[src/rtl/poller_pkg.sv]
package poller_pkg;

  typedef enum logic [2:0] {
    ST_IDLE,
    ST_RD_FIRST,
    ST_RD_SECOND,
    ST_RD_CONFIRM,
    ST_DONE
  } pollState_t;

  // Strobes from control to datapath
  typedef struct packed {
    logic capAddr;     // capture start address
    logic clrAll;      // clear count and result flags
    logic latchByte;   // a read completed this cycle
    logic setPass;
    logic setFail;
    logic setTimeout;
    logic setWdog;
  } pollStrobe_t;

endpackage

[src/rtl/poller_datapath.sv]
module poller_datapath
  import poller_pkg::*;
#(
  parameter int ADDR_W      = 16,
  parameter int LIMIT_W     = 8,
  parameter int SYNC_STAGES = 2
) (
  input  logic               clk,
  input  logic               rstN,
  input  pollStrobe_t        stb,
  input  logic [ADDR_W-1:0]  startAddr,
  input  logic               useRdyPin,
  input  logic               rdyBusyN,
  input  logic [LIMIT_W-1:0] pollLimit,
  input  logic               toggleBit,
  input  logic               errBitIn,
  output logic [ADDR_W-1:0]  memAddr,
  output logic               toggled,
  output logic               errBit,
  output logic               limitHit,
  output logic               rdyDone,
  output logic               passFlag,
  output logic               failFlag,
  output logic               timeoutFlag,
  output logic               wdogFlag
);

  localparam int CNT_W = LIMIT_W + 1;

  logic [ADDR_W-1:0]      addrReg;
  logic                   prevToggle;
  logic [LIMIT_W-1:0]     readCount;
  logic [SYNC_STAGES-1:0] syncReg;

  generate
    if (SYNC_STAGES == 1) begin : g_syncOne
      always_ff @(posedge clk) begin
        if (!rstN) syncReg <= '0;
        else       syncReg <= rdyBusyN;
      end
    end else begin : g_syncChain
      always_ff @(posedge clk) begin
        if (!rstN) syncReg <= '0;
        else       syncReg <= {syncReg[SYNC_STAGES-2:0], rdyBusyN};
      end
    end
  endgenerate

  always_ff @(posedge clk) begin
    if (!rstN) begin
      addrReg    <= '0;
      prevToggle <= 1'b0;
      readCount  <= '0;
    end else begin
      if (stb.capAddr) addrReg <= startAddr;
      if (stb.clrAll) readCount <= '0;
      else if (stb.latchByte) readCount <= readCount + 1'b1;
      if (stb.latchByte) prevToggle <= toggleBit;
    end
  end

  always_ff @(posedge clk) begin
    if (!rstN || stb.clrAll) begin
      passFlag    <= 1'b0;
      failFlag    <= 1'b0;
      timeoutFlag <= 1'b0;
      wdogFlag    <= 1'b0;
    end else begin
      if (stb.setPass)    passFlag    <= 1'b1;
      if (stb.setFail)    failFlag    <= 1'b1;
      if (stb.setTimeout) timeoutFlag <= 1'b1;
      if (stb.setWdog)    wdogFlag    <= 1'b1;
    end
  end

  assign memAddr  = addrReg;
  assign toggled  = toggleBit ^ prevToggle;
  assign errBit   = errBitIn;
  assign limitHit = (CNT_W'(readCount) + CNT_W'(1)) >= CNT_W'(pollLimit);
  assign rdyDone  = useRdyPin & syncReg[SYNC_STAGES-1];

  a_r4_pass_fail_excl: assert property (@(posedge clk) disable iff (!rstN)
    !(passFlag && failFlag));
  a_r7_timeout_is_fail: assert property (@(posedge clk) disable iff (!rstN)
    timeoutFlag |-> failFlag);
  a_r9_wdog_is_fail: assert property (@(posedge clk) disable iff (!rstN)
    wdogFlag |-> failFlag);
  a_r9_one_cause: assert property (@(posedge clk) disable iff (!rstN)
    !(wdogFlag && timeoutFlag));

endmodule

[src/rtl/poller_ctrl.sv]
module poller_ctrl
  import poller_pkg::*;
(
  input  logic        clk,
  input  logic        rstN,
  input  logic        startPulse,
  input  logic        memValid,
  input  logic        toggled,
  input  logic        errBit,
  input  logic        limitHit,
  input  logic        rdyDone,
  output pollStrobe_t stb,
  output logic        memReq,
  output logic        donePulse,
  output logic        busy
);

  pollState_t state, nextState;

  always_ff @(posedge clk) begin
    if (!rstN) state <= ST_IDLE;
    else       state <= nextState;
  end

  assign memReq    = (state == ST_RD_FIRST) || (state == ST_RD_SECOND) ||
                     (state == ST_RD_CONFIRM);
  assign donePulse = (state == ST_DONE);
  assign busy      = (state != ST_IDLE);

  always_comb begin
    nextState = state;
    stb       = '0;
    unique case (state)
      ST_IDLE: begin
        if (startPulse) begin
          stb.capAddr = 1'b1;
          stb.clrAll  = 1'b1;
          nextState   = ST_RD_FIRST;
        end
      end
      ST_RD_FIRST: begin
        if (memValid) begin
          stb.latchByte = 1'b1;
          if (rdyDone) begin
            stb.setPass = 1'b1;
            nextState   = ST_DONE;
          end else if (limitHit) begin
            stb.setFail = 1'b1;
            stb.setWdog = 1'b1;
            nextState   = ST_DONE;
          end else begin
            nextState = ST_RD_SECOND;
          end
        end
      end
      ST_RD_SECOND: begin
        if (memValid) begin
          stb.latchByte = 1'b1;
          if (rdyDone || !toggled) begin
            stb.setPass = 1'b1;
            nextState   = ST_DONE;
          end else if (limitHit) begin
            stb.setFail = 1'b1;
            stb.setWdog = 1'b1;
            nextState   = ST_DONE;
          end else if (errBit) begin
            nextState = ST_RD_CONFIRM;
          end else begin
            nextState = ST_RD_FIRST;
          end
        end
      end
      ST_RD_CONFIRM: begin
        if (memValid) begin
          stb.latchByte = 1'b1;
          nextState     = ST_DONE;
          if (rdyDone || !toggled) begin
            stb.setPass = 1'b1;
          end else begin
            stb.setFail    = 1'b1;
            stb.setTimeout = 1'b1;
          end
        end
      end
      ST_DONE:  nextState = ST_IDLE;
      default:  nextState = ST_IDLE;
    endcase
  end

  a_r3_req_held: assert property (@(posedge clk) disable iff (!rstN)
    (memReq && !memValid) |=> memReq);
  a_r10_done_single: assert property (@(posedge clk) disable iff (!rstN)
    donePulse |=> !donePulse);
  a_r10_idle_after_done: assert property (@(posedge clk) disable iff (!rstN)
    donePulse |=> !busy);
  a_r1_idle_no_req: assert property (@(posedge clk) disable iff (!rstN)
    !busy |-> !memReq);
  a_r2_busy_start_no_reload: assert property (@(posedge clk) disable iff (!rstN)
    (memReq && startPulse) |=> !stb.capAddr);

endmodule

[src/rtl/flash_status_poller.sv]
module flash_status_poller
  import poller_pkg::*;
#(
  parameter int ADDR_W      = 16,
  parameter int LIMIT_W     = 8,
  parameter int SYNC_STAGES = 2,
  parameter int TOGGLE_BIT  = 6,
  parameter int ERR_BIT     = 5
) (
  input  logic               clk,
  input  logic               rstN,
  input  logic               startPulse,
  input  logic [ADDR_W-1:0]  targetAddr,
  input  logic               useRdyPin,
  input  logic               rdyBusyN,
  input  logic [LIMIT_W-1:0] pollLimit,
  output logic               memReq,
  output logic [ADDR_W-1:0]  memAddr,
  input  logic [7:0]         memRdata,
  input  logic               memValid,
  output logic               donePulse,
  output logic               busy,
  output logic               passFlag,
  output logic               failFlag,
  output logic               timeoutFlag,
  output logic               wdogFlag
);

  pollStrobe_t stb;
  logic toggled, errBit, limitHit, rdyDone;

  poller_ctrl u_ctrl (
    .clk        (clk),
    .rstN       (rstN),
    .startPulse (startPulse),
    .memValid   (memValid),
    .toggled    (toggled),
    .errBit     (errBit),
    .limitHit   (limitHit),
    .rdyDone    (rdyDone),
    .stb        (stb),
    .memReq     (memReq),
    .donePulse  (donePulse),
    .busy       (busy)
  );

  poller_datapath #(
    .ADDR_W      (ADDR_W),
    .LIMIT_W     (LIMIT_W),
    .SYNC_STAGES (SYNC_STAGES)
  ) u_dp (
    .clk         (clk),
    .rstN        (rstN),
    .stb         (stb),
    .startAddr   (targetAddr),
    .useRdyPin   (useRdyPin),
    .rdyBusyN    (rdyBusyN),
    .pollLimit   (pollLimit),
    .toggleBit   (memRdata[TOGGLE_BIT]),
    .errBitIn    (memRdata[ERR_BIT]),
    .memAddr     (memAddr),
    .toggled     (toggled),
    .errBit      (errBit),
    .limitHit    (limitHit),
    .rdyDone     (rdyDone),
    .passFlag    (passFlag),
    .failFlag    (failFlag),
    .timeoutFlag (timeoutFlag),
    .wdogFlag    (wdogFlag)
  );

  a_r3_addr_stable: assert property (@(posedge clk) disable iff (!rstN)
    (memReq && !memValid) |=> $stable(memAddr));
  a_r10_flags_need_done: assert property (@(posedge clk) disable iff (!rstN)
    ($rose(passFlag) || $rose(failFlag)) |-> donePulse);

endmodule

[config.mk]
export PLATFORM = sky130hd
export DESIGN_NAME = flash_status_poller
export DESIGN_NICKNAME = d
export VERILOG_FILES = /design/src/rtl/poller_pkg.sv /design/src/rtl/poller_datapath.sv /design/src/rtl/poller_ctrl.sv /design/src/rtl/flash_status_poller.sv
export SDC_FILE = /design/constraint.sdc
export NUM_CORES = 1
export LEC_CHECK = 0
export ABC_AREA = 1
export BUFFER_PORTS_ARGS = -buffer_cell sky130_fd_sc_hd__buf_4
export CAP_MARGIN = 20
export CORE_MARGIN = 2
export CORE_UTILIZATION = 35
export CTS_CLUSTER_SIZE = 20
export DETAILED_ROUTE_END_ITERATION = 12
export PLACE_DENSITY_LB_ADDON = 0.1
export SYNTH_ARGS = -nofsm -noshare
export SYNTH_HDL_FRONTEND = slang
export SYNTH_SLANG_ARGS = --single-unit
[constraint.sdc]
create_clock -name clk -period 4.3 [get_ports clk]
set_input_delay 0 -clock clk [delete_from_list [all_inputs] [get_ports clk]]
set_output_delay 0 -clock clk [all_outputs]
set_load 0.1 [all_outputs]
==> run_results.csv <==
group,metric,value,unit
worst_setup_path,cp-start-kind,"flip-flop",
global_route,first_pass_grt_wire_length,6510,um
placement,place.detailed.instances,331,
timing,unrepaired_setup_endpoints_after_global_routing,"no",
floorplanning,die-width,73.8,um
layout,utilization,52.0,%
layout,drive_above_1_share,26.2,%
worst_setup_path,critPathRequiredTime,4.48,ns
synth,ys_warn_count,0,
clock_network,numClockSinks,34,
placement,cell_area_reported_after_detailed_placement,2150,um^2
routing,post-route-drc-count,0,
global_route,pin_count_of_the_biggest_net_entering_global_routing,20,
global_route,grtUsageTotal,15.6,%
outcome,outcome,"complete, no violations",
global_route,grt_pass1_vias,1573,
layout,finalNonFillerCells,359,
routing,vias,1632,
min_path,min_path_type,"in2reg",
routing,drt_pass1_iterations,4,
power_and_ir_drop,power_leakage,1.24,nW
clock_network,clock_tree.buffer_depth,2,
timing,maxSlewViolCount,0,
timing,fin_crit,2.22,ns
timing,timing_hold_violations_final,0,
synth,ys_seq_elements,34,
synth,cell_accounting_for_the_most_synthesized_area,"dfxtp_1",
synth,postSynth.topFlopCell,"dfxtp_1",
clock_network,cts_max_level,2,
synth,synth.cells.most_frequent,"nand2_1 (57), dfxtp_1 (34), inv_1 (29), a21oi_1 (23), nor2_1 (17)",
power_and_ir_drop,irDropWorstVdd,0.211,mV
worst_setup_path,cp_data_arrival_time,2.40,ns
timing,worst-slew-pin-transition,0.337,ns
floorplanning,row_count,25,
placement,detailed_place_hpwl,2770,um
timing,min_period_over_period,51.7,%
placement,placement.io_buffers,54,
placement,globalplace.congestion,0.776,
floorplanning,die-area,5440,um^2
timing,clock.fmax,0.450,GHz
layout,finalInstanceArea,2440,um^2
routing,detail_route.wl_per_cell,11.0,um
flow_run,maxCapViolCount,0,
routing,first_iter_violations,40,
layout,antennaDiodeCount,0,
placement,dp_slack,2.12,ns
routing,post_drt_via_cell_ratio,4.55,
clock_network,cts-root-buf,"clkbuf_8",
synth,syn-instance-count,227,
worst_setup_path,timing.setup.critical_path_class,"reg2reg",
worst_setup_path,setup.worst_path.end_class,"flip-flop",
synth,synth_top_cells_by_area,"dfxtp_1 (40%), nand2_1 (13%), a21oi_1 (6.8%)",
synth,synth.top_cell.area_share,40.0,%
clock_network,cts_made_buffers,5,
synth,synth_cell_area,1700,um^2
clock_network,cts_tree,"built",
synth,cell_with_the_most_instances_after_synthesis,"nand2_1",
global_route,grt_antenna_before_repair,0,
synth,synth-seq-area-share,40.0,%
timing,maxSlewHeadroom,77.4,%
layout,synthToLayoutAreaGrowth,43.3,%
worst_setup_path,critical_path_peak_fanout,4,
timing,setup_viol,0,
synth,asyncSetResetFlopFracSynth,0,%
synth,synthDistinctLibCells,33,
clock_network,clk-insertion-delay-late,0.28,ns
timing,clock_skew,0.00344,ns
synth,synth.net_count,274,
global_route,global_route.overflow_total,0,
routing,antenna_left,0,
clock_network,clkTransAtPathRegs,0.07,ns
synth,synth_area_per_cell,7.50,um^2
floorplanning,core,4690,um^2
clock_network,postCtsResizedCells,0,
layout,fin_nets,351,
timing,final.setup.worst_slack,2.08,ns
power_and_ir_drop,power-per-cell-area,491,nW/um^2
floorplanning,die_h,73.8,um
floorplanning,floorplan.io_pins,61,
synth,count_of_flip_flops_with_a_built_in_enable_after_synthesis,0,
floorplanning,floorplan.initialDensity,36.3,%
routing,routed_wirelength,3930,um
timing,setup_tns,0,ns
flip-flops by register name, summed over array words and instances (netlist names):
signal and flops:
u_dp.timeoutFlag 1, u_dp.prevToggle 1, u_ctrl.state 3, u_dp.readCount 8, u_dp.syncReg 2, u_dp.failFlag 1, u_dp.passFlag 1, u_dp.wdogFlag 1
u_dp.memAddr 16
routing by layer:
layer	track usage (%)	wire length [um]	vias up
li1	-	-	876
met5	0	0	-
met3	4.25	188	7
met1	18.8	1780	711
met2	26.1	1910	38
met4	6.46	54	0
where the power goes:
group	switching [mW]	internal, mW	leakage [nW]
registers	0.0325	0.357	0.278
logic	0.416	0.150	0.917
clock network	0.115	0.129	0.0482
total	0.564	0.635	1.24
cells by family after synthesis:
| family | count (synthesis) | synth area share (%) |
|---|---|---|
| and+or+nand+nor | 95 | 25.9 |
| DFF | 34 | 40.0 |
| adders and majority gates | 9 | 6.61 |
| AOI/OAI and AO/OA | 41 | 14.0 |
| xor gates and xnor gates | 7 | 3.60 |
| buffers and inverters | 41 | 9.92 |
timing repair:
action	in CTS	in global routing
setup buffers	0	0
hold buffers	20	0
hold endpoints to repair	19	0
final cells by class:
class | count | area, um^2
Multi-Input combinational cell | 152 | 853
Fill cell | 483 | 2250
Timing Repair Buffer | 74 | 606
Inverter | 37 | 141
Sequential cell | 34 | 681
Clock inverter | 1 | 5.00
Clock buffer | 7 | 86.3
Tap cell | 54 | 67.6
path summary, 6_finish.rpt:
path	from	to	slack [ns]	cells after the start
worst max-delay path	u_dp.readCount[0]	u_ctrl.state[2]	2.08	13
worst max register to register	u_dp.readCount[0]	u_ctrl.state[2]	2.08	13
worst min register to register	u_dp.syncReg[0]	u_dp.syncReg[1]	0.42	2
worst min-delay path	memRdata[5]	u_ctrl.state[1]	0.02	3
worst max-delay path: stages, from the launching register on:
cell and delay [ns]:
dfxtp_1 0.42, ha_1 0.21, nand3_1 0.13, nor2_1 0.18
xor2_1 0.22, ha_1 0.27, nand2_1 0.06, inv_1 0.03
nand2_1 0.05, nand2_1 0.04, nand2_1 0.10, nand3_1 0.15
a21oi_1 0.17, nor2_1 0.06
cell usage in the layout (no fill, tap or decap), types with 8 or more instances in the layout:
cell	netlist	routed
a21oi_1	23	23
buf_4	1	54
dfxtp_1	34	34
dlygate4sd3_1	0	20
ha_1	9	9
inv_1	29	29
nand2_1	57	57
nand3_1	11	11
nor2_1	17	17
o21ai_1	8	8
metrics by stage:
stage / power, mW / hold slack [ns]
finish: 1.20 / 0.0186
global route: 1.27 / 0.00782
CTS: 1.21 / 0.0122
detailed placement: 0.949 / 0.186
global placement: 0.949 / 0.182
floorplan: 0.837 / 0.0935
Power figures use the tool's default switching activity.
